[config.mk]
export PLATFORM = sky130hd
export DESIGN_NAME = iso_in_pingpong
export DESIGN_NICKNAME = d
export VERILOG_FILES = /design/src/rtl/iso_pp_pkg.sv /design/src/rtl/iso_wr_side.sv /design/src/rtl/iso_bank_flags.sv /design/src/rtl/iso_rd_side.sv /design/src/rtl/iso_xact_cnt.sv /design/src/rtl/iso_in_pingpong.sv
export SDC_FILE = /design/constraint.sdc
export NUM_CORES = 1
export LEC_CHECK = 0
export ABC_AREA = 1
export BUFFER_PORTS_ARGS = -buffer_cell sky130_fd_sc_hd__buf_4
export CORE_MARGIN = 4
export CORE_UTILIZATION = 30
export CTS_BUF_LIST = sky130_fd_sc_hd__clkbuf_16
export DETAILED_ROUTE_END_ITERATION = 10
export GPL_TIMING_DRIVEN = 0
export SYNTH_ARGS = -nofsm -noshare
export SYNTH_HDL_FRONTEND = slang
export SYNTH_SLANG_ARGS = --single-unit
[constraint.sdc]
create_clock -name clk -period 3.2 [get_ports clk]
set_input_delay 0.48 -clock clk [delete_from_list [all_inputs] [get_ports clk]]
set_output_delay 0.48 -clock clk [all_outputs]
set_load 0.01 [all_outputs]
[src/rtl/iso_pp_pkg.sv]
package iso_pp_pkg;
  localparam int unsigned CNT_W  = 16;
  localparam int unsigned MPS_W  = 11;
  localparam int unsigned XACT_W = 8;
  localparam int unsigned NBANK  = 2;

  // Byte count after an optional accepted beat.
  function automatic logic [CNT_W-1:0] count_after(input logic [CNT_W-1:0] n,
                                                   input logic beat);
    return beat ? n + 1'b1 : n;
  endfunction

  // A bank is full once its count reaches the maximum packet size.
  function automatic logic at_limit(input logic [CNT_W-1:0] n,
                                    input logic [MPS_W-1:0] mps);
    return n >= CNT_W'(mps);
  endfunction

  // Counter step toward zero, holding at zero.
  function automatic logic [XACT_W-1:0] step_down(input logic [XACT_W-1:0] v);
    return (v == '0) ? v : v - 1'b1;
  endfunction
endpackage

[src/rtl/iso_wr_side.sv]
module iso_wr_side
  import iso_pp_pkg::*;
#(
  parameter int unsigned CW = CNT_W,
  parameter int unsigned MW = MPS_W,
  parameter int unsigned NB = NBANK
) (
  input  logic                       clk,
  input  logic                       rst_n,
  input  logic [MW-1:0]              mps,
  input  logic                       auto_val,
  input  logic                       sw_validate,
  input  logic                       wr_valid,
  input  logic                       wr_last,
  input  logic                       bank_busy,
  output logic                       wr_ready,
  output logic [$clog2(NB)-1:0]      wr_ptr,
  output logic                       close_ev,
  output logic [CW-1:0]              close_len
);
  localparam int unsigned PW = $clog2(NB);

  logic [CW-1:0] cnt_q;
  logic          fire;
  logic [CW-1:0] cnt_nxt;
  logic          full_hit;
  logic          last_hit;

  assign wr_ready  = !bank_busy;
  assign fire      = wr_valid && wr_ready;
  assign cnt_nxt   = count_after(cnt_q, fire);
  assign full_hit  = fire && at_limit(cnt_nxt, mps);
  assign last_hit  = fire && wr_last && auto_val;
  assign close_ev  = !bank_busy && (full_hit || last_hit || sw_validate);
  assign close_len = cnt_nxt;

  always_ff @(posedge clk) begin
    if (!rst_n) begin
      cnt_q  <= '0;
      wr_ptr <= '0;
    end else if (close_ev) begin
      cnt_q  <= '0;
      wr_ptr <= (wr_ptr == PW'(NB - 1)) ? '0 : wr_ptr + 1'b1;
    end else begin
      cnt_q  <= cnt_nxt;
    end
  end

  AST_NO_WRITE_WHEN_BUSY: assert property (@(posedge clk) disable iff (!rst_n)
    (wr_valid && bank_busy) |=> $stable(cnt_q));
  AST_COUNT_BELOW_LIMIT: assert property (@(posedge clk) disable iff (!rst_n)
    (mps != '0) |-> (cnt_q < CW'(mps)));
endmodule

[src/rtl/iso_bank_flags.sv]
module iso_bank_flags
  import iso_pp_pkg::*;
#(
  parameter int unsigned CW = CNT_W,
  parameter int unsigned NB = NBANK
) (
  input  logic                  clk,
  input  logic                  rst_n,
  input  logic                  close_ev,
  input  logic [$clog2(NB)-1:0] wr_ptr,
  input  logic [CW-1:0]         close_len,
  input  logic                  clr_ev,
  input  logic [$clog2(NB)-1:0] rd_ptr,
  output logic [NB-1:0]         rdy,
  output logic [NB*CW-1:0]      len_flat
);
  for (genvar b = 0; b < NB; b++) begin : g_bank
    logic          set_b;
    logic          clr_b;
    logic [CW-1:0] len_q;

    assign set_b = close_ev && (wr_ptr == b);
    assign clr_b = clr_ev && (rd_ptr == b);
    assign len_flat[b*CW +: CW] = len_q;

    always_ff @(posedge clk) begin
      if (!rst_n) begin
        rdy[b] <= 1'b0;
        len_q  <= '0;
      end else if (set_b) begin
        rdy[b] <= 1'b1;
        len_q  <= close_len;
      end else if (clr_b) begin
        rdy[b] <= 1'b0;
      end
    end

    AST_NO_DOUBLE_FILL: assert property (@(posedge clk) disable iff (!rst_n)
      rdy[b] |-> !set_b);
  end
endmodule

[src/rtl/iso_rd_side.sv]
module iso_rd_side
  import iso_pp_pkg::*;
#(
  parameter int unsigned NB = NBANK
) (
  input  logic                  clk,
  input  logic                  rst_n,
  input  logic                  in_token,
  input  logic                  tx_done,
  input  logic                  avail,
  input  logic                  err_clr,
  output logic [$clog2(NB)-1:0] rd_ptr,
  output logic                  clr_ev,
  output logic                  nobank_ev,
  output logic                  resp_send,
  output logic                  err_sts
);
  localparam int unsigned PW = $clog2(NB);

  assign clr_ev    = tx_done && avail;
  assign nobank_ev = in_token && !avail;

  always_ff @(posedge clk) begin
    if (!rst_n) begin
      rd_ptr    <= '0;
      resp_send <= 1'b0;
      err_sts   <= 1'b0;
    end else begin
      resp_send <= in_token && avail;
      if (clr_ev) rd_ptr <= (rd_ptr == PW'(NB - 1)) ? '0 : rd_ptr + 1'b1;
      if (nobank_ev)    err_sts <= 1'b1;
      else if (err_clr) err_sts <= 1'b0;
    end
  end

  AST_SILENT_ON_EMPTY: assert property (@(posedge clk) disable iff (!rst_n)
    (in_token && !avail) |=> !resp_send);
  AST_ERR_STICKY: assert property (@(posedge clk) disable iff (!rst_n)
    (err_sts && !err_clr) |=> err_sts);
  AST_ERR_SET_WINS: assert property (@(posedge clk) disable iff (!rst_n)
    nobank_ev |=> err_sts);
endmodule

[src/rtl/iso_xact_cnt.sv]
module iso_xact_cnt
  import iso_pp_pkg::*;
#(
  parameter int unsigned XW = XACT_W
) (
  input  logic          clk,
  input  logic          rst_n,
  input  logic          load,
  input  logic [XW-1:0] num,
  input  logic          dec,
  output logic [XW-1:0] left
);
  always_ff @(posedge clk) begin
    if (!rst_n)   left <= '0;
    else if (load) left <= num;
    else if (dec)  left <= step_down(left);
  end

  AST_XACT_FLOOR: assert property (@(posedge clk) disable iff (!rst_n)
    (!load && dec && left == '0) |=> (left == '0));
  AST_XACT_STEP: assert property (@(posedge clk) disable iff (!rst_n)
    (!load && dec && left != '0) |=> (left == $past(left) - 1'b1));
endmodule

[src/rtl/iso_in_pingpong.sv]
module iso_in_pingpong
  import iso_pp_pkg::*;
#(
  parameter int unsigned CW = CNT_W,
  parameter int unsigned MW = MPS_W,
  parameter int unsigned XW = XACT_W
) (
  input  logic          clk,
  input  logic          rst_n,
  input  logic [MW-1:0] cfg_max_pkt,
  input  logic          cfg_auto_val,
  input  logic          cfg_irq_en,
  input  logic          sw_validate,
  input  logic          stall_cmd,
  input  logic          err_clr,
  input  logic          xact_load,
  input  logic [XW-1:0] xact_num,
  input  logic          wr_valid,
  input  logic          wr_last,
  output logic          wr_ready,
  output logic          wr_bank,
  input  logic          in_token,
  input  logic          tx_done,
  output logic          tx_avail,
  output logic          tx_bank,
  output logic [CW-1:0] tx_len,
  output logic          resp_send,
  output logic          err_sts,
  output logic          irq,
  output logic [XW-1:0] xact_left
);
  localparam int unsigned NB = NBANK;
  localparam int unsigned PW = $clog2(NB);

  logic [PW-1:0]    wr_ptr;
  logic [PW-1:0]    rd_ptr;
  logic [NB-1:0]    rdy;
  logic [NB*CW-1:0] len_flat;
  logic             close_ev;
  logic [CW-1:0]    close_len;
  logic             clr_ev;
  logic             nobank_ev;

  iso_wr_side #(.CW(CW), .MW(MW), .NB(NB)) u_wr (
    .clk(clk), .rst_n(rst_n), .mps(cfg_max_pkt), .auto_val(cfg_auto_val),
    .sw_validate(sw_validate), .wr_valid(wr_valid), .wr_last(wr_last),
    .bank_busy(rdy[wr_ptr]), .wr_ready(wr_ready), .wr_ptr(wr_ptr),
    .close_ev(close_ev), .close_len(close_len)
  );

  iso_bank_flags #(.CW(CW), .NB(NB)) u_flags (
    .clk(clk), .rst_n(rst_n), .close_ev(close_ev), .wr_ptr(wr_ptr),
    .close_len(close_len), .clr_ev(clr_ev), .rd_ptr(rd_ptr),
    .rdy(rdy), .len_flat(len_flat)
  );

  iso_rd_side #(.NB(NB)) u_rd (
    .clk(clk), .rst_n(rst_n), .in_token(in_token), .tx_done(tx_done),
    .avail(rdy[rd_ptr]), .err_clr(err_clr), .rd_ptr(rd_ptr),
    .clr_ev(clr_ev), .nobank_ev(nobank_ev), .resp_send(resp_send),
    .err_sts(err_sts)
  );

  iso_xact_cnt #(.XW(XW)) u_xact (
    .clk(clk), .rst_n(rst_n), .load(xact_load), .num(xact_num),
    .dec(close_ev), .left(xact_left)
  );

  assign wr_bank  = wr_ptr[0];
  assign tx_bank  = rd_ptr[0];
  assign tx_avail = rdy[rd_ptr];
  assign tx_len   = len_flat[rd_ptr*CW +: CW];
  assign irq      = err_sts && cfg_irq_en;

  AST_STALL_IGNORED: assert property (@(posedge clk) disable iff (!rst_n)
    (stall_cmd && !wr_valid && !sw_validate && !tx_done && !in_token && !err_clr)
    |=> ($stable(rdy) && $stable(tx_len) && $stable(err_sts)));
  AST_ORDER_ALTERNATES: assert property (@(posedge clk) disable iff (!rst_n)
    close_ev |=> (wr_ptr != $past(wr_ptr)));
  AST_TX_ONLY_READY: assert property (@(posedge clk) disable iff (!rst_n)
    resp_send |-> $past(rdy[rd_ptr]));
  AST_NOBANK_FLAG: assert property (@(posedge clk) disable iff (!rst_n)
    nobank_ev |-> !tx_avail);
endmodule

# Word level (Yosys, flattened, before mapping)
# Cells that the tools add are included.
# word_totals
inputBits,31
regBits,62
# classes
order_cmp,3
eq_ne,1
add_sub_neg,4
n_bitwise,3
n_reduce_logical,24
n_mux,16
shift,1
# ops
operator,n
$shiftx 32x6->16,1
$mux 8,3
$add 16x1->16 const B,1
$ge 16x11->1,1
$mux 16,1
$logic_and 1x1->1,13
$mux 1,12
$logic_not 8->1,1
$reduce_bool 2->1,4
$sub 8x1->8 const B,1
$lt 1x2->1 const B,2
$not 1->1,3
$add 1x1->1 const B,2
$logic_not 1->1,2
$logic_or 1x1->1,2
$ne 2x2->1 const B,1
$reduce_and 2->1,1
$reduce_or 2->1,1

# Logic depth before layout (Yosys ltp)
# Gate-level depths: netlist of run 1.
# depth
ltp_word,12
ltp_mapped,25
mapped_depth_nobuf,24

# Hierarchy
# Synthesis of run 1 repeated with hierarchy kept, for this count alone.
# hier_totals
hier_cells,546
area_unflattened_um2,3683.5
# by_module_without_submodules
module,area_per_inst_um2,instances,cells_per_inst
iso_bank_flags,1368.8,1,170
iso_wr_side,1346.3,1,199
iso_xact_cnt,566.8,1,98
iso_in_pingpong,277.8,1,61
iso_rd_side,123.9,1,18

# Least setup slack after synthesis of run 1
# OpenSTA, ideal clock, no wires.
# synth_path
kind,reg-to-reg
startpoint,register u_wr.wr_ptr
endpoint,register u_flags.g_bank[1].len_q[1]
path_slack_ns,0.392
period_less_slack_ns,2.808
path_stages_with_launch,24
path_buffers,1
arrival_ns,2.692
cell_sequence,dfxtp_1 inv_2 nand2_2 nand2_2 nor2_4 nand4_1 xnor2_1 ha_1 nand2_1 nor2_1 and2_1 nor2_1 nand2_1 nand2_1 nand2_1 a21oi_1 nand2_1 nand2_2 nand2_4 nand2_4 inv_4 buf_6 nor2_1 nor2_1
# synth_via
elab_chain_len,11
elab_cells_between_ends,13
# synth_rtl
element,line,text
from (decl),iso_wr_side.sv:17,"output logic [$clog2(NB)-1:0] wr_ptr,"
from (signal assigned),iso_wr_side.sv:43,wr_ptr <= (wr_ptr == PW'(NB - 1)) ? '0 : wr_ptr + 1'b1;
$mux 1 (not written as such) (2 in a row),iso_in_pingpong.sv:47,".bank_busy(rdy[wr_ptr]), .wr_ready(wr_ready), .wr_ptr(wr_ptr),"
$logic_not 1->1,iso_wr_side.sv:29,assign wr_ready = !bank_busy;
$logic_and 1x1->1,iso_wr_side.sv:30,assign fire = wr_valid && wr_ready;
$mux 16,iso_pp_pkg.sv:10,return beat ? n + 1'b1 : n;
net close_len[4],iso_in_pingpong.sv:40,logic [CW-1:0] close_len;
$ge 16x11->1,iso_pp_pkg.sv:16,return n >= CNT_W'(mps);
$logic_and 1x1->1,iso_wr_side.sv:32,"assign full_hit = fire && at_limit(cnt_nxt, mps);"
$logic_or 1x1->1 (2 in a row),iso_wr_side.sv:34,assign close_ev = !bank_busy && (full_hit || last_hit || sw_validate);
$logic_and 1x1->1,iso_wr_side.sv:34,
$logic_and 1x1->1,iso_bank_flags.sv:22,assign set_b = close_ev && (wr_ptr == b);
to (signal assigned),iso_bank_flags.sv:32,len_q <= close_len;
to (decl),iso_bank_flags.sv:20,logic [CW-1:0] len_q;
# The timed path passes the listed nets, and every way through them passes these cells. The select of a mux whose other input is x is not followed.
# A chain may end at the register's enable or synchronous reset.

# Worst setup path in the final report of run 1
# layout_path
startpoint,register u_wr.wr_ptr
endpoint,register u_flags.g_bank[1].len_q[15]
# Same word-level chain as after synthesis.

==> results of run 1 <==
-- cell usage after synthesis (2+ instances only) --
cell type / instances
sky130_fd_sc_hd__a21oi_1: 36
sky130_fd_sc_hd__nand3_1: 23
sky130_fd_sc_hd__xor2_1: 9
sky130_fd_sc_hd__nor2_4: 3
sky130_fd_sc_hd__dfxtp_1: 62
sky130_fd_sc_hd__inv_4: 2
sky130_fd_sc_hd__xnor2_1: 3
sky130_fd_sc_hd__clkbuf_1: 7
sky130_fd_sc_hd__o21ai_0: 31
sky130_fd_sc_hd__nand4_1: 4
sky130_fd_sc_hd__nor2_1: 53
sky130_fd_sc_hd__nor3_1: 6
sky130_fd_sc_hd__inv_2: 2
sky130_fd_sc_hd__nand3b_1: 2
sky130_fd_sc_hd__nand2_2: 6
sky130_fd_sc_hd__nand2_4: 3
sky130_fd_sc_hd__inv_1: 72
sky130_fd_sc_hd__nand2_1: 143
sky130_fd_sc_hd__a21oi_2: 2
sky130_fd_sc_hd__ha_1: 13
sky130_fd_sc_hd__buf_6: 4
-- state kept, by name, indices dropped and copies added (netlist names) --
register,cells
u_flags.g_bank.len_q,32
u_wr.cnt_q,16
u_xact.left,8
u_flags.rdy,2
u_rd.err_sts,1
u_rd.rd_ptr,1
u_rd.resp_send,1
u_wr.wr_ptr,1
-- worst max-delay path: cells and delay by family (launching register included) --
| kind | cells | cell delay (ns) |
|---|---|---|
| buffers and inverters | 3 | 0.40 |
| AND/OR/NAND/NOR | 17 | 1.68 |
| adder cells (fa/ha/maj) | 1 | 0.28 |
| flip-flops | 1 | 0.37 |
| AO/OA/AOI/OAI | 2 | 0.27 |
-- metrics by stage --
step | total power [mW] | TNS [ns] | setup WS [ns] | instance area, sq um
finish | 2.28 | 0 | 0.0990 | 4700
global route | 2.40 | -2.32 | -0.118 | 4700
CTS | 2.23 | -0.00179 | -0.00179 | 4360
detailed placement | 1.29 | -12.62 | -0.293 | 3970
global placement | 1.28 | -9.44 | -0.236 | 3970
floorplan | 1.13 | 0 | 0.392 | 3340
-- report_power, final --
| group | internal [mW] | leakage, nW | total [mW] | switching [mW] |
|---|---|---|---|---|
| registers | 0.815 | 0.507 | 0.856 | 0.0417 |
| logic | 0.221 | 1.49 | 0.502 | 0.281 |
| clock network | 0.590 | 0.149 | 0.923 | 0.332 |
-- area by class of cell --
cell class              count  area (sq um)  share of cell area, %
plain buffers              12          91.3                   1.95
clock buffers               9           225                   4.80
clock inverters             7          58.8                   1.25
inverters                  77           314                   6.69
multi-input cells         346          1930                   41.1
flip-flops and latches     62          1250                   26.7
well taps                 140           175                   3.73
repair buffers             80           636                   13.5
repair inverters            1          8.76                  0.187
-- cell usage in the layout (no fill, tap or decap), types with 2 or more instances in the layout --
master,instances
sky130_fd_sc_hd__a21oi_1,34
sky130_fd_sc_hd__a21oi_2,4
sky130_fd_sc_hd__buf_4,78
sky130_fd_sc_hd__buf_8,2
sky130_fd_sc_hd__clkbuf_1,7
sky130_fd_sc_hd__clkbuf_16,11
sky130_fd_sc_hd__clkinv_2,2
sky130_fd_sc_hd__dfxtp_1,57
sky130_fd_sc_hd__dfxtp_2,2
sky130_fd_sc_hd__dfxtp_4,3
sky130_fd_sc_hd__ha_1,9
sky130_fd_sc_hd__ha_4,4
sky130_fd_sc_hd__inv_1,72
sky130_fd_sc_hd__inv_2,4
sky130_fd_sc_hd__inv_6,2
sky130_fd_sc_hd__nand2_1,138
sky130_fd_sc_hd__nand2_2,6
sky130_fd_sc_hd__nand2_4,6
sky130_fd_sc_hd__nand2_8,2
sky130_fd_sc_hd__nand3_1,22
sky130_fd_sc_hd__nand3_2,2
sky130_fd_sc_hd__nand3b_1,2
sky130_fd_sc_hd__nand4_1,4
sky130_fd_sc_hd__nor2_1,47
sky130_fd_sc_hd__nor2_2,5
sky130_fd_sc_hd__nor2_4,5
sky130_fd_sc_hd__nor3_1,6
sky130_fd_sc_hd__o21ai_0,30
sky130_fd_sc_hd__xnor2_1,2
sky130_fd_sc_hd__xor2_1,4
sky130_fd_sc_hd__xor2_2,4
-- cell families after synthesis --
group / Yosys count / synth area share (%)
and+or+nand+nor: 249 / 32.4
buffers and inverters: 90 / 11.2
AOI/OAI and AO/OA: 72 / 11.3
DFF: 62 / 37.1
adders and majority gates: 13 / 4.86
xor gates and xnor gates: 12 / 3.14
-- metal layers --
| metal | GRT usage (%) | wire (microns) | vias up | share of wire [%] |
|---|---|---|---|---|
| met5 | 0 | 0 | - | 0 |
| met4 | 5.21 | 118 | 0 | 1.2 |
| met3 | 3.98 | 442 | 8 | 4.6 |
| met2 | 21.3 | 4420 | 70 | 46 |
| met1 | 19.9 | 4700 | 1539 | 49 |
| li1 | - | - | 1735 | - |
-- final timing paths --
check                           slack, ns                                    start  cells past startpoint                                  endpoint
worst max-delay path                  0.1                 u_wr.wr_ptr$_SDFFE_PN0P_                     23  u_flags.g_bank[1].len_q[15]$_SDFFE_PN0P_
worst min-delay path                 0.36                                  err_clr                      2                 u_rd.err_sts$_SDFFE_PN0P_
worst max register to register        0.1                 u_wr.wr_ptr$_SDFFE_PN0P_                     23  u_flags.g_bank[1].len_q[15]$_SDFFE_PN0P_
worst min register to register       0.46  u_flags.g_bank[0].len_q[6]$_SDFFE_PN0P_                      2   u_flags.g_bank[0].len_q[6]$_SDFFE_PN0P_
-- what timing repair did --
item                       4_1_cts  5_1_grt
pin swaps                        5       15
buffers inserted                 6       12
gates cloned                     0        3
resized for setup               10       49
setup endpoints to repair       59       59
==> out/qor.json, run 1 <==
{
  "status": {"value": "finished, final reports clean"},
  "number_of_violations_of_the_max_capacitance_limit": {"value": 0},
  "worst_path_largest_cell_delay": {"value": 0.37, "unit": "ns"},
  "netlist_instances": {"value": 498},
  "routed-via-count": {"value": 3352},
  "fp.dieArea": {"value": 12900, "unit": "sq um"},
  "routed_wire_length_per_instance": {"value": 13.2, "unit": "microns"},
  "placedCellCount": {"value": 698},
  "worst-setup-path-type": {"value": "reg -> reg"},
  "initialDrtViolationCount": {"value": 150},
  "synth.top_cell.area_share": {"value": 37.1, "unit": "%"},
  "placeableCoreArea": {"value": 10900, "unit": "sq um"},
  "power.static_leakage": {"value": 2.14, "unit": "nW"},
  "final_util": {"value": 43.1, "unit": "%"},
  "critical_path.cell_chain": {"value": "nand2_2 -> nand2_4 -> nor2_4 -> buf_4 -> nand2_1 -> o21ai_2 -> ha_1 -> nand2_1 -> nor2_2 -> and2_1 -> nor2_1 -> nand2_1 -> nand2_1 -> nand2_2 -> a21oi_2 -> nand2_1 -> nand2_2 -> nand2_4 -> nand2_8 -> clkinv_8 -> clkbuf_16 -> nor2_1 -> nor2_1"},
  "overflow": {"value": 0},
  "period_needed": {"value": 3.10, "unit": "ns"},
  "groute.usage.overall": {"value": 14.4, "unit": "%"},
  "slew_violations": {"value": 0},
  "power_density": {"value": 486, "unit": "nW/um^2"},
  "max-slew-margin-rel": {"value": 62.3, "unit": "%"},
  "finalNonFillerCells": {"value": 734},
  "antenna_cells": {"value": 0},
  "yosysWarningCount": {"value": 0},
  "h-tree-depth": {"value": 3},
  "cts_tree": {"value": "built"},
  "crit_required": {"value": 3.41, "unit": "ns"},
  "setup.worst_path.end_class": {"value": "register"},
  "post_route_cells_drive_above_1_share": {"value": 25.8, "unit": "%"},
  "fill_cells": {"value": 1128},
  "grt_antenna_before_repair": {"value": 0},
  "ys_ff_latch": {"value": 62},
  "tightestPinTransition": {"value": 0.565, "unit": "ns"},
  "worst-path-max-fanout": {"value": 7},
  "numCtsBuffers": {"value": 9},
  "hold_violations": {"value": 0},
  "routabilityCongestion": {"value": 0.889},
  "route.antenna.remaining_nets": {"value": 0},
  "ctsHoldBuffers": {"value": 0},
  "synth_edf_count": {"value": 0},
  "dieHeight": {"value": 114, "unit": "microns"},
  "synth_fp_nets": {"value": 542},
  "setup_repair_after_global_routing_missed_its_margin": {"value": "true"},
  "worst_path_most_repeated_cell": {"value": "sky130_fd_sc_hd__nand2_1"},
  "clkSlewWorstSetupHoldPaths": {"value": 0.06, "unit": "ns"},
  "critPathSlowestCell": {"value": "sky130_fd_sc_hd__dfxtp_4"},
  "clockRootBuffer": {"value": "sky130_fd_sc_hd__clkbuf_16"},
  "via_per_inst": {"value": 4.57},
  "synthesis.area_per_instance": {"value": 6.72, "unit": "sq um"},
  "layout_worst_path_cycle_share": {"value": 96.9, "unit": "%"},
  "design.portCount": {"value": 62},
  "cts.sinks": {"value": 62},
  "synth.lib_cells_used.distinct": {"value": 33},
  "areaGrowthSynthToFinish": {"value": 40.4, "unit": "%"},
  "cts.path.max_buffers": {"value": 2},
  "yosysTopAreaCell": {"value": "sky130_fd_sc_hd__dfxtp_1"},
  "dr.pass1.iters": {"value": 4},
  "initial_utilization": {"value": 30.7, "unit": "%"},
  "ys.flop_type": {"value": "sky130_fd_sc_hd__dfxtp_1"},
  "number_of_failing_setup_endpoints_in_the_final_timing_report": {"value": 0},
  "ir_drop": {"value": 244, "unit": "uV"},
  "clock_latency_on_the_worst_skew_pair": {"value": 0.32, "unit": "ns"},
  "hpwl_dp": {"value": 6810, "unit": "microns"},
  "vias_in_the_first_global_route": {"value": 3131},
  "placementRows": {"value": 38},
  "synth_top_cells_by_area": {"value": "sky130_fd_sc_hd__dfxtp_1 37%, sky130_fd_sc_hd__nand2_1 16%, sky130_fd_sc_hd__inv_1 8.1%, sky130_fd_sc_hd__nor2_1 5.9%, sky130_fd_sc_hd__a21oi_1 5.4%"},
  "finalNetCount": {"value": 633},
  "die-width": {"value": 114, "unit": "microns"},
  "clock_skew": {"value": 0.0101, "unit": "ns"},
  "place.port_buffers": {"value": 60},
  "synth_area": {"value": 3340, "unit": "sq um"},
  "grt_pass1_wl": {"value": 14900, "unit": "microns"},
  "detail_route.wirelength": {"value": 9680, "unit": "microns"},
  "setup.worst_path.start_class": {"value": "register"},
  "grt_max_degree": {"value": 17},
  "arrival": {"value": 3.31, "unit": "ns"},
  "achievable-frequency": {"value": 322, "unit": "MHz"},
  "fin_hold_ws": {"value": 0.361, "unit": "ns"},
  "drcViolationCount": {"value": 0},
  "synth_async_sr_flop_share": {"value": 0, "unit": "%"},
  "hold_class": {"value": "in -> reg"},
  "synth_seq_area_share": {"value": 37.1, "unit": "%"}
}
Power figures use the tool's default switching activity.
==> inputs of run 2 (changes only) <==
- ABC_AREA: 1 -> 0
==> out/qor.json, run 2 <==
{
  "placementRows": {"value": 38},
  "largest_register_ff_count": {"value": 32},
  "synth.top_cell.area_share": {"value": 37.2, "unit": "%"},
  "timing.reg2reg.worst_path_depth": {"value": 13},
  "die-width": {"value": 113, "unit": "microns"},
  "cp_num_cells": {"value": 13},
  "design.portCount": {"value": 62},
  "antenna_cells": {"value": 0},
  "synth_xor_xnor_area_share": {"value": 4.72, "unit": "%"},
  "failed_checks": {"value": "setup timing"},
  "cts_tree": {"value": "built"},
  "logic_pwr_share": {"value": 19.7, "unit": "%"},
  "worst_path_dominant_cell_family": {"value": "compound AO/OA/AOI/OAI gates"},
  "drcViolationCount": {"value": 0},
  "fin_hold_ws": {"value": 0.394, "unit": "ns"},
  "finalNetCount": {"value": 491},
  "top_register": {"value": "u_flags.g_bank.len_q"},
  "netlist_instances": {"value": 343},
  "hold_class": {"value": "in -> reg"},
  "arrival": {"value": 3.54, "unit": "ns"},
  "slew_violations": {"value": 0},
  "synth.lib_cells_used.distinct": {"value": 48},
  "synth_seq_area_share": {"value": 37.2, "unit": "%"},
  "synth_async_sr_flop_share": {"value": 0, "unit": "%"},
  "number_of_failing_setup_endpoints_in_the_final_timing_report": {"value": 49},
  "synthesis.area_per_instance": {"value": 9.73, "unit": "sq um"},
  "ir_drop": {"value": 224, "unit": "uV"},
  "yosys.area_share.simple": {"value": 21.7, "unit": "%"},
  "cts.path.max_buffers": {"value": 2},
  "synth_top_family_by_area": {"value": "simple AND/OR/NAND/NOR gates"},
  "cellInternalPower": {"value": 1.61, "unit": "mW"},
  "synth_top_cells_by_area": {"value": "sky130_fd_sc_hd__dfxtp_1 37%, sky130_fd_sc_hd__mux2i_1 9.3%, sky130_fd_sc_hd__nor2b_1 9.0%, sky130_fd_sc_hd__mux2_2 6.1%, sky130_fd_sc_hd__ha_1 4.9%"},
  "synthAdderAreaFrac": {"value": 4.87, "unit": "%"},
  "cts.sinks": {"value": 62},
  "worst-setup-path-type": {"value": "reg -> reg"},
  "placedCellCount": {"value": 542},
  "critPathSlowestCell": {"value": "sky130_fd_sc_hd__or3_4"},
  "hold_violations": {"value": 0},
  "sequentialPowerShare": {"value": 37.7, "unit": "%"},
  "fp.dieArea": {"value": 12900, "unit": "sq um"},
  "clock_latency_on_the_worst_skew_pair": {"value": 0.33, "unit": "ns"},
  "cp-endpoint": {"value": "u_xact.left[2]$_SDFFE_PN0P_"},
  "synth-compound-area-share": {"value": 9.37, "unit": "%"},
  "via_per_inst": {"value": 4.75},
  "dieHeight": {"value": 113, "unit": "microns"},
  "grt_antenna_before_repair": {"value": 0},
  "dr.pass1.iters": {"value": 4},
  "place.port_buffers": {"value": 59},
  "clkSlewWorstSetupHoldPaths": {"value": 0.05, "unit": "ns"},
  "hpwl_dp": {"value": 5970, "unit": "microns"},
  "tightestPinTransition": {"value": 0.782, "unit": "ns"},
  "critical_path.cell_chain": {"value": "mux2_4 -> or3_4 -> nor2_4 -> xor2_2 -> ha_1 -> o21a_1 -> o21ai_4 -> a311oi_4 -> buf_4 -> a2111oi_4 -> a21boi_2 -> nor2b_1 -> o311a_1"},
  "h-tree-depth": {"value": 3},
  "ys_ff_latch": {"value": 62},
  "yosysWarningCount": {"value": 0},
  "total_switching_power": {"value": 553, "unit": "uW"},
  "power.static_leakage": {"value": 2.07, "unit": "nW"},
  "synth_edf_count": {"value": 0},
  "launch_instance_of_the_worst_register_to_register_path": {"value": "u_wr.wr_ptr$_SDFFE_PN0P_"},
  "worst-path-max-fanout": {"value": 4},
  "areaGrowthSynthToFinish": {"value": 47.4, "unit": "%"},
  "achievable-frequency": {"value": 301, "unit": "MHz"},
  "final_util": {"value": 45.4, "unit": "%"},
  "totalPowerFinal": {"value": 2.17, "unit": "mW"},
  "route.antenna.remaining_nets": {"value": 0},
  "worst_path_largest_cell_delay": {"value": 0.39, "unit": "ns"},
  "initial_utilization": {"value": 30.8, "unit": "%"},
  "number_of_violations_of_the_max_capacitance_limit": {"value": 0},
  "period_needed": {"value": 3.33, "unit": "ns"},
  "power_switching_share": {"value": 25.5, "unit": "%"},
  "clock_skew": {"value": 0.00450, "unit": "ns"},
  "synth_fp_nets": {"value": 387},
  "setup.worst_path.end_class": {"value": "register"},
  "finalNonFillerCells": {"value": 592},
  "setup_repair_after_global_routing_missed_its_margin": {"value": "true"},
  "synth_area": {"value": 3340, "unit": "sq um"},
  "routed-via-count": {"value": 2811},
  "placement.cell_area": {"value": 4030, "unit": "sq um"},
  "clockRootBuffer": {"value": "sky130_fd_sc_hd__clkbuf_16"},
  "detail_route.wirelength": {"value": 8990, "unit": "microns"},
  "synth_most_common_cell": {"value": "sky130_fd_sc_hd__dfxtp_1"},
  "routed_wire_length_per_instance": {"value": 15.2, "unit": "microns"},
  "p_clk_share": {"value": 42.7, "unit": "%"},
  "groute.usage.overall": {"value": 13.8, "unit": "%"},
  "reg.largest.list": {"value": "u_flags.g_bank.len_q x32, u_wr.cnt_q x16, u_xact.left x8"},
  "reg2reg_setup_slack": {"value": -0.13, "unit": "ns"},
  "status": {"value": "finished with violations"},
  "setup.worst_path.start_class": {"value": "register"},
  "layout_commonest_cell": {"value": "sky130_fd_sc_hd__buf_4"},
  "yosysTopAreaCell": {"value": "sky130_fd_sc_hd__dfxtp_1"},
  "numCtsBuffers": {"value": 9},
  "layout_common_cells": {"value": "83 x sky130_fd_sc_hd__buf_4, 57 x sky130_fd_sc_hd__dfxtp_1, 46 x sky130_fd_sc_hd__nor2b_1"},
  "routabilityCongestion": {"value": 0.796},
  "grt_max_degree": {"value": 11},
  "timing.final.ws_setup": {"value": -0.127, "unit": "ns"},
  "vias_in_the_first_global_route": {"value": 2843},
  "total_negative_slack_for_setup_checks": {"value": -2.64, "unit": "ns"},
  "dp_slack": {"value": -0.531, "unit": "ns"},
  "layout_worst_path_cycle_share": {"value": 104, "unit": "%"},
  "crit_required": {"value": 3.41, "unit": "ns"},
  "startpoint": {"value": "u_wr.wr_ptr$_SDFFE_PN0P_"},
  "crit-reg2reg-capture": {"value": "u_xact.left[2]$_SDFFE_PN0P_"},
  "ys.flop_type": {"value": "sky130_fd_sc_hd__dfxtp_1"},
  "post-route-cell-area": {"value": 4920, "unit": "sq um"},
  "initialDrtViolationCount": {"value": 81},
  "post_route_cells_drive_above_1_share": {"value": 40.3, "unit": "%"},
  "max-slew-margin-rel": {"value": 47.8, "unit": "%"},
  "synthMuxAreaShare": {"value": 15.8, "unit": "%"},
  "overflow": {"value": 0},
  "buf_inv_on_cp": {"value": 1},
  "synth.top_cells.by_count": {"value": "62 x sky130_fd_sc_hd__dfxtp_1, 48 x sky130_fd_sc_hd__nor2b_1, 31 x sky130_fd_sc_hd__mux2i_1"},
  "power_density": {"value": 441, "unit": "nW/um^2"},
  "placeableCoreArea": {"value": 10800, "unit": "sq um"},
  "grt_pass1_wl": {"value": 13900, "unit": "microns"}
}
run 2: changes by cell type in the layout (fill, tap and decap cells not counted), sizes merged, moves of 11 or more:
cell	before	now
a21oi	38	7
buf	83	97
inv	79	21
mux2	0	19
mux2i	0	31
nand2	152	15
nand3	25	9
nor2	57	12
nor2b	0	48
o21ai	31	8
xnor2	3	14
run 2: logic make-up after synthesis:
family,after synthesis
AO/OA/AOI/OAI,43
multiplexers,50
AND/OR/NAND/NOR,121
buffers and inverters,36
XOR/XNOR,18
adder cells (fa/ha/maj),13
flip-flops,62
run 2: area by class of cell:
class	instances	area, sq um
Buffer	13	129
Clock buffer	9	225
Clock inverter	7	57.6
Fill cell	1061	5920
Inverter	21	82.6
Multi-Input combinational cell	246	2200
Sequential cell	62	1250
Tap cell	140	175
Timing Repair Buffer	94	795
run 2: worst min path at each step:
| stage | from | to | slack (ns) | cells past startpoint |
|---|---|---|---|---|
| floorplan | u_flags.g_bank[1].len_q[0]$_SDFFE_PN0P_ | u_flags.g_bank[1].len_q[0]$_SDFFE_PN0P_ | 0.47 | 1 |
| global placement | u_flags.g_bank[0].len_q[0]$_SDFFE_PN0P_ | u_flags.g_bank[0].len_q[0]$_SDFFE_PN0P_ | 0.48 | 1 |
| detailed placement | u_flags.g_bank[0].len_q[0]$_SDFFE_PN0P_ | u_flags.g_bank[0].len_q[0]$_SDFFE_PN0P_ | 0.48 | 1 |
| CTS | in_token | u_rd.resp_send$_SDFF_PN0_ | 0.38 | 2 |
| global route | in_token | u_rd.resp_send$_SDFF_PN0_ | 0.39 | 2 |
| finish | in_token | u_rd.resp_send$_SDFF_PN0_ | 0.39 | 2 |
run 2: layer usage:
metal  vias up  share of wire [%]  global-route usage [%]
met5         -                  0                       0
met2        67                 50                    23.6
met1      1332                 44                    16.6
li1       1401                  -                       -
met4         0                1.6                    4.41
met3        11                4.6                    4.24
run 2: repair_timing:
action | CTS | global route
hold buffers | 0 | 0
endpoints found under the setup margin | 58 | 57
buffers inserted | 19 | 15
gates resized for setup | 27 | 28
cloned | 1 | 2
pin swaps | 15 | 16
hold endpoints to repair | 0 | 0
run 2: power by group through the flow:
stage | Clock, mW | Combinational (mW) | Sequential, mW
finish | 0.925 | 0.426 | 0.816
global route | 0.985 | 0.460 | 0.819
CTS | 0.947 | 0.385 | 0.814
detailed placement | 0 | 0.317 | 0.831
global placement | 0 | 0.314 | 0.831
floorplan | 0 | 0.198 | 0.834
==> inputs of run 3 (changes only) <==
- PLACE_DENSITY: not set -> 0.45
- SKIP_CTS_REPAIR_TIMING: not set -> 1
- SYNTH_HIERARCHICAL: not set -> 1
==> out/qor.json, run 3 <==
{
  "status": {"value": "finished with violations"},
  "failed_checks": {"value": "setup timing"},
  "routed-via-count": {"value": 2792},
  "cts.path.max_buffers": {"value": 2},
  "synth.top_cells.by_count": {"value": "63 x sky130_fd_sc_hd__nand2_1, 62 x sky130_fd_sc_hd__dfxtp_1, 32 x sky130_fd_sc_hd__mux2i_1"},
  "number_of_violations_of_the_max_capacitance_limit": {"value": 0},
  "h-tree-depth": {"value": 3},
  "clock_skew": {"value": 0.00492, "unit": "ns"},
  "grt_pass1_wl": {"value": 13800, "unit": "microns"},
  "reg2reg_setup_slack": {"value": -0.68, "unit": "ns"},
  "placementRows": {"value": 39},
  "synth_fp_nets": {"value": 403},
  "multi_input_area": {"value": 2280, "unit": "sq um"},
  "final_util": {"value": 43.4, "unit": "%"},
  "dr.pass1.iters": {"value": 4},
  "ff_latch_area": {"value": 1240, "unit": "sq um"},
  "cts_tree": {"value": "built"},
  "synth_area": {"value": 3480, "unit": "sq um"},
  "design.portCount": {"value": 62},
  "areaGrowthSynthToFinish": {"value": 41.7, "unit": "%"},
  "slew_violations": {"value": 0},
  "synth_top_cells_by_area": {"value": "sky130_fd_sc_hd__dfxtp_1 36%, sky130_fd_sc_hd__mux2i_1 9.2%, sky130_fd_sc_hd__nand2_1 6.8%, sky130_fd_sc_hd__ha_1 5.0%, sky130_fd_sc_hd__mux2_4 4.3%"},
  "placedCellCount": {"value": 561},
  "dp_slack": {"value": -1.13, "unit": "ns"},
  "fp.dieArea": {"value": 13400, "unit": "sq um"},
  "netlist_instances": {"value": 358},
  "vias_in_the_first_global_route": {"value": 2714},
  "worst-path-max-fanout": {"value": 8},
  "largest_register_ff_count": {"value": 32},
  "top_register": {"value": "u_flags/g_bank.len_q"},
  "cts.sinks": {"value": 62},
  "finalNonFillerCells": {"value": 602},
  "ys.flop_type": {"value": "sky130_fd_sc_hd__dfxtp_1"},
  "crit_required": {"value": 3.43, "unit": "ns"},
  "synth_seq_area_share": {"value": 35.7, "unit": "%"},
  "overflow": {"value": 0},
  "synth.top_cell.area_share": {"value": 35.7, "unit": "%"},
  "initial_utilization": {"value": 30.6, "unit": "%"},
  "setup.worst_path.end_class": {"value": "register"},
  "yosysWarningCount": {"value": 6},
  "hold_class": {"value": "in -> reg"},
  "fill_cells": {"value": 1142},
  "groute.usage.overall": {"value": 13.3, "unit": "%"},
  "ir_drop": {"value": 253, "unit": "uV"},
  "route.antenna.remaining_nets": {"value": 0},
  "finalNetCount": {"value": 499},
  "grt_max_degree": {"value": 12},
  "hpwl_dp": {"value": 6410, "unit": "microns"},
  "worst-setup-path-type": {"value": "reg -> reg"},
  "layout_commonest_cell": {"value": "sky130_fd_sc_hd__buf_4"},
  "achievable-frequency": {"value": 258, "unit": "MHz"},
  "launch_instance_of_the_worst_register_to_register_path": {"value": "u_wr/wr_ptr$_SDFFE_PN0P_"},
  "timing.final.ws_setup": {"value": -0.682, "unit": "ns"},
  "placeableCoreArea": {"value": 11400, "unit": "sq um"},
  "clkSlewWorstSetupHoldPaths": {"value": 0.06, "unit": "ns"},
  "power.static_leakage": {"value": 2.19, "unit": "nW"},
  "yosysTopAreaCell": {"value": "sky130_fd_sc_hd__dfxtp_1"},
  "clock_latency_on_the_worst_skew_pair": {"value": 0.33, "unit": "ns"},
  "dieHeight": {"value": 116, "unit": "microns"},
  "synth_edf_count": {"value": 0},
  "die-width": {"value": 116, "unit": "microns"},
  "numCtsBuffers": {"value": 9},
  "setup_repair_after_global_routing_missed_its_margin": {"value": "true"},
  "hold_violations": {"value": 0},
  "tightestPinTransition": {"value": 0.666, "unit": "ns"},
  "initialDrtViolationCount": {"value": 103},
  "totalPowerFinal": {"value": 2.56, "unit": "mW"},
  "routed_wire_length_per_instance": {"value": 14.5, "unit": "microns"},
  "synthesis.area_per_instance": {"value": 9.72, "unit": "sq um"},
  "timing.reg2reg.worst_path_depth": {"value": 17},
  "routabilityCongestion": {"value": 0.772},
  "reg.largest.list": {"value": "u_flags/g_bank.len_q x32, u_wr/cnt_q x16, u_xact/left x8"},
  "layout_worst_path_cycle_share": {"value": 121, "unit": "%"},
  "number_of_failing_setup_endpoints_in_the_final_timing_report": {"value": 51},
  "setup.worst_path.start_class": {"value": "register"},
  "startpoint": {"value": "u_wr/wr_ptr$_SDFFE_PN0P_"},
  "synth.lib_cells_used.distinct": {"value": 62},
  "crit-reg2reg-capture": {"value": "u_xact/left[7]$_SDFFE_PN0P_"},
  "arrival": {"value": 4.11, "unit": "ns"},
  "period_needed": {"value": 3.88, "unit": "ns"},
  "layout_common_cells": {"value": "85 x sky130_fd_sc_hd__buf_4, 61 x sky130_fd_sc_hd__dfxtp_1, 60 x sky130_fd_sc_hd__nand2_1"},
  "place.port_buffers": {"value": 60},
  "post_route_cells_drive_above_1_share": {"value": 40.5, "unit": "%"},
  "grt_antenna_before_repair": {"value": 0},
  "clockRootBuffer": {"value": "sky130_fd_sc_hd__clkbuf_16"},
  "detail_route.wirelength": {"value": 8710, "unit": "microns"},
  "via_per_inst": {"value": 4.64},
  "synth_most_common_cell": {"value": "sky130_fd_sc_hd__nand2_1"},
  "synth_async_sr_flop_share": {"value": 0, "unit": "%"},
  "antenna_cells": {"value": 0},
  "cp-endpoint": {"value": "u_xact/left[7]$_SDFFE_PN0P_"},
  "max-slew-margin-rel": {"value": 55.6, "unit": "%"},
  "power_density": {"value": 519, "unit": "nW/um^2"},
  "ys_ff_latch": {"value": 62},
  "drcViolationCount": {"value": 0}
}
run 3: where the power goes:
group	switching, mW	internal, mW	leakage [nW]
Clock	0.358	0.884	0.188
Sequential	0.0300	0.800	0.503
Combinational	0.238	0.249	1.50
Total	0.625	1.93	2.19
run 3: how the worst min path moves through the flow:
stage,startpoint,endpoint,slack (ns),cells past startpoint
after global routing,in_token,u_rd/resp_send$_SDFF_PN0_,0.39,2
after detailed placement,u_flags/g_bank[0].len_q[0]$_SDFFE_PN0P_,u_flags/g_bank[0].len_q[0]$_SDFFE_PN0P_,0.45,2
after global placement,u_flags/g_bank[1].len_q[15]$_SDFFE_PN0P_,u_flags/g_bank[1].len_q[15]$_SDFFE_PN0P_,0.44,2
after floorplan,u_flags/g_bank[1].len_q[0]$_SDFFE_PN0P_,u_flags/g_bank[1].len_q[0]$_SDFFE_PN0P_,0.43,2
final,in_token,u_rd/resp_send$_SDFF_PN0_,0.38,2
after CTS,in_token,u_rd/resp_send$_SDFF_PN0_,0.37,2
run 3: area by class of cell:
| cell class | instances | share of cell area [%] |
|---|---|---|
| clock buffers | 10 | 5.07 |
| plain buffers | 14 | 2.46 |
| well taps | 143 | 3.63 |
| flip-flops and latches | 62 | 25.2 |
| clock inverters | 6 | 2.64 |
| multi-input cells | 264 | 46.2 |
| inverters | 17 | 1.29 |
| repair buffers | 86 | 13.4 |
run 3: kinds of logic (layout without fill, tap and decap cells):
group	after synthesis	in the layout	share of synthesized area (%)
AND/OR/NAND/NOR	138	139	23.1
flip-flops	62	62	35.7
multiplexers	51	51	16.4
AO/OA/AOI/OAI	41	41	9.31
buffers and inverters	33	133	5.68
XOR/XNOR	19	19	4.78
adder cells (fa/ha/maj)	14	14	5.03
run 3: worst max-delay path: stages, from the launching register on:
cell and delay, ns:
sky130_fd_sc_hd__dfxtp_4 0.36, sky130_fd_sc_hd__mux2_4 0.32, sky130_fd_sc_hd__and4b_2 0.35, sky130_fd_sc_hd__nand2_2 0.10, sky130_fd_sc_hd__nor2_4 0.13, sky130_fd_sc_hd__nand4_1 0.16
sky130_fd_sc_hd__xnor2_2 0.30, sky130_fd_sc_hd__ha_4 0.26, sky130_fd_sc_hd__a221oi_4 0.32, sky130_fd_sc_hd__o311ai_4 0.16, sky130_fd_sc_hd__a2bb2oi_4 0.20, sky130_fd_sc_hd__a21oi_4 0.09
sky130_fd_sc_hd__buf_8 0.15, sky130_fd_sc_hd__a21o_4 0.20, sky130_fd_sc_hd__or3b_4 0.26, sky130_fd_sc_hd__nor4b_2 0.05, sky130_fd_sc_hd__xor2_1 0.15, sky130_fd_sc_hd__o211a_1 0.21
run 3: stage by stage:
stage          hold WS (ns)  cell area [sq um]  TNS [ns]
2_1_floorplan         0.431               3550    -16.19
3_3_place_gp          0.439               4180    -44.57
3_5_place_dp          0.449               4180    -44.49
4_1_cts               0.367               4560    -46.11
5_1_grt               0.386               4930    -34.38
6_report              0.380               4930    -24.86
run 3: routing by layer:
metal / wire [microns] / vias to the layer above / global-route usage, %
li1: - / 1449 / -
met1: 4320 / 1294 / 18.8
met2: 3980 / 38 / 19.7
met3: 252 / 11 / 2.30
met4: 150 / 0 / 6.03
met5: 0 / - / 0
